`config.mk`:
```
export PLATFORM = sky130hd
export DESIGN_NAME = sup_reset_gen
export DESIGN_NICKNAME = d
export VERILOG_FILES = /design/src/rtl/sup_reset_pkg.sv /design/src/rtl/sup_mr_sync.sv /design/src/rtl/sup_mr_filter.sv /design/src/rtl/sup_stretch.sv /design/src/rtl/sup_reset_gen.sv
export SDC_FILE = /design/constraint.sdc
export NUM_CORES = 1
export LEC_CHECK = 0
export BUFFER_PORTS_ARGS = -buffer_cell sky130_fd_sc_hd__buf_2
export CELL_PAD_IN_SITES_DETAIL_PLACEMENT = 0
export CELL_PAD_IN_SITES_GLOBAL_PLACEMENT = 1
export CORE_UTILIZATION = 41
export DETAILED_ROUTE_END_ITERATION = 10
export PLACE_DENSITY_LB_ADDON = 0.1
export SLEW_MARGIN = 0
export SYNTH_ARGS = -nofsm -noshare
export SYNTH_HDL_FRONTEND = slang
export SYNTH_SLANG_ARGS = --single-unit
```
`constraint.sdc`:
```
create_clock -name clk -period 2.1 [get_ports clk]
set_input_delay 0.21 -clock clk [delete_from_list [all_inputs] [get_ports clk]]
set_output_delay 0.21 -clock clk [all_outputs]
set_load 0.05 [all_outputs]
```
`src/rtl/sup_reset_pkg.sv`:
```
package sup_reset_pkg;
    // Idle level of the active-low manual request.
    localparam logic MR_RELEASED = 1'b1;

    // Bits needed to hold values 0..maxval.
    function automatic int unsigned cnt_width(input int unsigned maxval);
        return (maxval < 2) ? 1 : $clog2(maxval + 1);
    endfunction
endpackage

```
`src/rtl/sup_mr_sync.sv`:
```
module sup_mr_sync
    import sup_reset_pkg::*;
#(
    parameter int unsigned STAGES = 2
) (
    input  logic clk,
    input  logic por_n,
    input  logic mr_raw_n,
    output logic mr_sync_n
);
    typedef struct packed {
        logic [STAGES-1:0] chain;
    } sync_t;

    sync_t st_d, st_q;

    // Shift the raw request one flop further along the chain each cycle.
    always_comb begin
        st_d = st_q;
        st_d.chain[0] = mr_raw_n;
        for (int i = 1; i < STAGES; i++) begin
            st_d.chain[i] = st_q.chain[i-1];
        end
    end

    always_ff @(posedge clk or negedge por_n) begin
        if (!por_n) st_q <= {STAGES{MR_RELEASED}};
        else        st_q <= st_d;
    end

    assign mr_sync_n = st_q.chain[STAGES-1];
endmodule

```
`src/rtl/sup_mr_filter.sv`:
```
module sup_mr_filter
    import sup_reset_pkg::*;
#(
    parameter int unsigned MIN_PULSE = 4
) (
    input  logic clk,
    input  logic por_n,
    input  logic mr_sync_n,
    output logic mr_accept
);
    localparam int unsigned LW = cnt_width(MIN_PULSE);
    localparam logic [LW-1:0] LOW_LIMIT = LW'(MIN_PULSE - 1);

    typedef struct packed {
        logic [LW-1:0] low_run;
    } filt_t;

    filt_t st_d, st_q;

    // Count consecutive low samples, saturating at the acceptance limit.
    always_comb begin
        st_d = st_q;
        if (mr_sync_n)
            st_d.low_run = '0;
        else if (st_q.low_run != LOW_LIMIT)
            st_d.low_run = st_q.low_run + 1'b1;
    end

    always_ff @(posedge clk or negedge por_n) begin
        if (!por_n) st_q <= '0;
        else        st_q <= st_d;
    end

    // Accept on the MIN_PULSE-th consecutive low sample.
    assign mr_accept = !mr_sync_n && (st_q.low_run == LOW_LIMIT);
endmodule

```
`src/rtl/sup_stretch.sv`:
```
module sup_stretch
    import sup_reset_pkg::*;
#(
    parameter int unsigned STRETCH_TICKS = 1000
) (
    input  logic clk,
    input  logic por_n,
    input  logic hold,
    output logic rst_n_o,
    output logic rst_o,
    output logic active
);
    localparam int unsigned CW = cnt_width(STRETCH_TICKS);
    localparam logic [CW-1:0] FULL = CW'(STRETCH_TICKS);

    typedef struct packed {
        logic [CW-1:0] cnt;
        logic          rst_n;
        logic          rst;
    } str_t;

    str_t st_d, st_q;
    logic [CW-1:0] cnt_nxt;

    // Reload while a request is present, otherwise count down to zero.
    always_comb begin
        st_d = st_q;
        if (hold)
            cnt_nxt = FULL;
        else if (st_q.cnt != '0)
            cnt_nxt = st_q.cnt - 1'b1;
        else
            cnt_nxt = '0;
        st_d.cnt   = cnt_nxt;
        st_d.rst_n = (cnt_nxt == '0);
        st_d.rst   = (cnt_nxt != '0);
    end

    always_ff @(posedge clk or negedge por_n) begin
        if (!por_n) begin
            st_q.cnt   <= FULL;
            st_q.rst_n <= 1'b0;
            st_q.rst   <= 1'b1;
        end else begin
            st_q <= st_d;
        end
    end

    assign rst_n_o = st_q.rst_n;
    assign rst_o   = st_q.rst;
    assign active  = st_q.rst;
endmodule

```
`src/rtl/sup_reset_gen.sv`:
```
module sup_reset_gen
    import sup_reset_pkg::*;
#(
    parameter int unsigned STRETCH_TICKS = 1000,
    parameter int unsigned MIN_PULSE     = 4,
    parameter int unsigned SYNC_STAGES   = 2
) (
    input  logic clk,
    input  logic por_n,
    input  logic supply_low,
    input  logic mr_n,
    output logic rst_n_o,
    output logic rst_o
);
    logic mr_sync_n;
    logic mr_accept;
    logic active;
    logic hold_d;

    sup_mr_sync #(.STAGES(SYNC_STAGES)) u_sync (
        .clk       (clk),
        .por_n     (por_n),
        .mr_raw_n  (mr_n),
        .mr_sync_n (mr_sync_n)
    );

    sup_mr_filter #(.MIN_PULSE(MIN_PULSE)) u_filter (
        .clk       (clk),
        .por_n     (por_n),
        .mr_sync_n (mr_sync_n),
        .mr_accept (mr_accept)
    );

    // A low sample during an active reset restarts the stretch (debounce).
    always_comb begin
        hold_d = supply_low | mr_accept | (!mr_sync_n & active);
    end

    sup_stretch #(.STRETCH_TICKS(STRETCH_TICKS)) u_stretch (
        .clk     (clk),
        .por_n   (por_n),
        .hold    (hold_d),
        .rst_n_o (rst_n_o),
        .rst_o   (rst_o),
        .active  (active)
    );
endmodule

```
==> key figures <==
Power and ir drop
  • Sequential power share: a little under three fifths
  • PwrDens: just under 600 nW/um^2
  • Pwr Total: roughly 0.65 mW
  • Sw Share: between 20% and 30%
  • Internal: roughly 0.48 mW
  • Leak: about 0.50 nW
  • Worst vdd rail ir drop: approximately 0.55 mV
  • Clock group share of total power: a little over a quarter
  • Comb pwr share: 17.7%
  • Switch Pwr: 0.173 mW

Floorplanning
  • Row count: 16
  • Starting density of the core: 45.0%
  • Die X-Extent: just under 50 microns
  • Die H: 49.4 microns
  • Area of the core: 2040 sq um
  • Die area: around 2400 sq um
  • Ports: 6

Clock network
  • Clk_lat worst skew: a little under 0.3 ns
  • # clock sinks: 17
  • Longest Clk Path Bufs: 2
  • TritonCTS clock tree: built
  • Root Driver: clkbuf_4
  • Total CTS buffers: 3
  • Clk slew on worst S/H paths: 0.09 ns
  • H-tree Lvls: 1

Finish
  • Reg area: between 400 and 500 sq um
  • Fillers: 193
  • Multi-input gate area: between 400 and 500 sq um
  • Final-stage net count: ~110
  • Synthesis-to-finish area growth: 21.4%
  • Layout cell share with drive strength beyond 1: roughly two fifths
  • Antenna cells: 0

Timing
  • Fin crit share: 101%
  • Worst-Margin Slew: 0.432 ns
  • Worst Setup Slack, final: -0.0297 ns
  • Clk_skew: about 0.0036 ns
  • Max Slew Vio Count: 0
  • Max frequency: around 0.47 GHz
  • Final hold violations: 0
  • RSZ-0062 raised after global routing: true
  • Setup violators final: 1
  • Post-route minimum period: between 2 and 2.5 ns
  • Slew Limit Headroom: about 71%
  • Setup TNS: -0.0297 ns

Synth
  • Avg Inst Size Synth: 11.1 sq um
  • Synth top area cells: dfstp_2 26%, dfrtp_1 22%, ha_1 5.4%
  • Largest area contributor in the netlist: dfstp_2
  • Unique masters post-synth: 35
  • Cell area after synthesis: about 920 sq um
  • Top-count cell post-synth: nor2_1
  • Synth top area share: 25.7%
  • Async SR Flop Fraction: 100%
  • Syn nets: slightly above 90
  • Post-Syn Instances: 83
  • Ys flop type: dfstp_2
  • Number of synthesized flops with an enable pin: 0
  • Seq/Total Area, Yosys: around 47%
  • Most frequent cells after synthesis: 13 x nor2_1, 9 x dfstp_2, 8 x dfrtp_1
  • Flops & latches, synth: 17
  • YS warnings: 0

Critical path
  • Critical path buffers and inverters: 1
  • Critical Path Source Type: register
  • Cell family with most CP delay: simple AND/OR/NAND/NOR gates
  • CP required: approximately 2.3 ns
  • Crit path from: u_stretch.st_q[3]
  • Reg-to-Reg End: u_stretch.active
  • Worst reg2reg setup slack: -0.03 ns
  • Crit path max fanout: 2
  • Crit-path cells: inv_2 -> ha_4 -> or3b_4 -> nor4_4 -> mux2_4 -> or4_4
  • Worst path arrival time: between 2 and 2.5 ns
  • Kind of end point of the critical path: register
  • Reg2Reg Depth: 6
  • Worst path slowest cell: or4_4
  • Slowest stage delay, CP: about 0.47 ns
  • Kind of critical path: register to register
  • FF-to-FF Start: u_stretch.st_q[3]

Drt
  • Routed wire length: roughly 1.7 mm
  • WL per Instance: 13.5 microns
  • Starting DRT DRC Count: 13
  • Drt first pass iters: 4
  • Vias: between 600 and 700
  • Drc violations: 0
  • Vias per Instance: ~5.2
  • DRT antenna net count: 0

Hold path
  • Worst min path class: input port to register
  • Worst Hold End: u_stretch.st_q[11]
  • WHS Path Cells: 3
  • Worst hold start: supply_low

GRT
  • First-pass GRT wire length: between 2 and 3 mm
  • Tot GR Track Use: 15.9%
  • Vias in the first global route: about 610
  • Final global-route overflow total: 0
  • Largest net degree at the start of global routing: 18
  • Initial antenna violation count: 0

Placed design
  • Routability cong.: 0.779
  • Detailed Place HPWL: approximately 1.2 mm
  • Port bufs: 5

Job
  • Max-cap viol count: 0

Status
  • Outcome: complete, but fails checks
  • Failing checks: setup timing
-- timing repair --
| item | in CTS | in global routing |
|---|---|---|
| endpoints found under the setup margin | 1 | 2 |
| resized for setup | 1 | 5 |
| pin swaps | 0 | 1 |
| hold buffers | 2 | 0 |
| buffers inserted | 1 | 2 |
| endpoints found under the hold margin | 9 | 0 |
-- layer usage --
layer | track usage, % | wire, microns | vias up
met4 | 6.86 | 54 | 0
li1 | - | - | 338
met3 | 5.61 | 75 | 7
met5 | 0 | 0 | -
met2 | 24.0 | 818 | 14
met1 | 20.4 | 793 | 309
-- metrics by stage --
stage	hold WS (ns)	cell area [sq um]	util (%)	cells	setup slack, ns
floorplan	-0.0856	928	-	83	-0.00842
global placement	0.150	1020	50.0	120	0.0572
detailed placement	0.152	1020	50.0	120	0.0210
CTS	0.154	1070	52.6	127	0.000689
global route	0.166	1120	54.7	129	-0.0816
finish	0.169	1120	54.7	129	-0.0297
-- worst reg2reg max path, stage by stage (launching register included) --
cell     delay, ns
dfrtp_1       0.40
inv_2         0.09
ha_4          0.13
or3b_4        0.39
nor4_4        0.23
mux2_4        0.33
or4_4         0.48
-- layout by cell type (no fill, tap or decap), drive strengths merged, types with 3 or more instances in the layout --
cell	instances
nor3	3
buf	14
nor4	3
a21oi	4
inv	6
xnor2	3
xor2	3
clkbuf	4
dfstp	9
o21ai	3
ha	4
dfrtp	8
nor2	14
-- flip-flops by register name (all words and copies together) (netlist names) --
name               count
u_filter.st_q          3
u_stretch.active       1
u_stretch.rst_n_o      1
u_stretch.st_q        10
u_sync.st_q            2
-- final cells by class --
type / instances / share of cell area (%)
multi-input cells: 59 / 43.4
repair buffers: 16 / 10.1
clock buffers: 4 / 2.35
well taps: 27 / 3.03
inverters: 6 / 2.02
flip-flops and latches: 17 / 39.1
-- worst max-delay path by stage --
stage,to,slack (ns),cells past startpoint
6_report,u_stretch.active,-0.03,6
5_1_grt,u_stretch.active,-0.08,6
4_1_cts,u_stretch.active,0.0007,6
3_5_place_dp,u_stretch.active,0.02,6
3_3_place_gp,u_stretch.active,0.06,6
2_1_floorplan,u_stretch.active,-0.008,6
-- power by group through the flow --
stage / logic (mW) / clock network [mW] / registers (mW)
finish: 0.116 / 0.171 / 0.367
floorplan: 0.0687 / 0 / 0.371
CTS: 0.110 / 0.181 / 0.366
global placement: 0.104 / 0 / 0.371
detailed placement: 0.107 / 0 / 0.372
global route: 0.131 / 0.190 / 0.370
-- kinds of logic after synthesis --
logic type / after synthesis / synth area share (%)
mux: 3 / 3.40
fa+ha+maj: 4 / 5.44
buf+inv: 7 / 3.67
flops: 17 / 47.5
simple gates: 34 / 25.2
xor+xnor: 6 / 5.72
compound gates: 12 / 9.12
No activity file was read; power rests on OpenSTA's default activity.
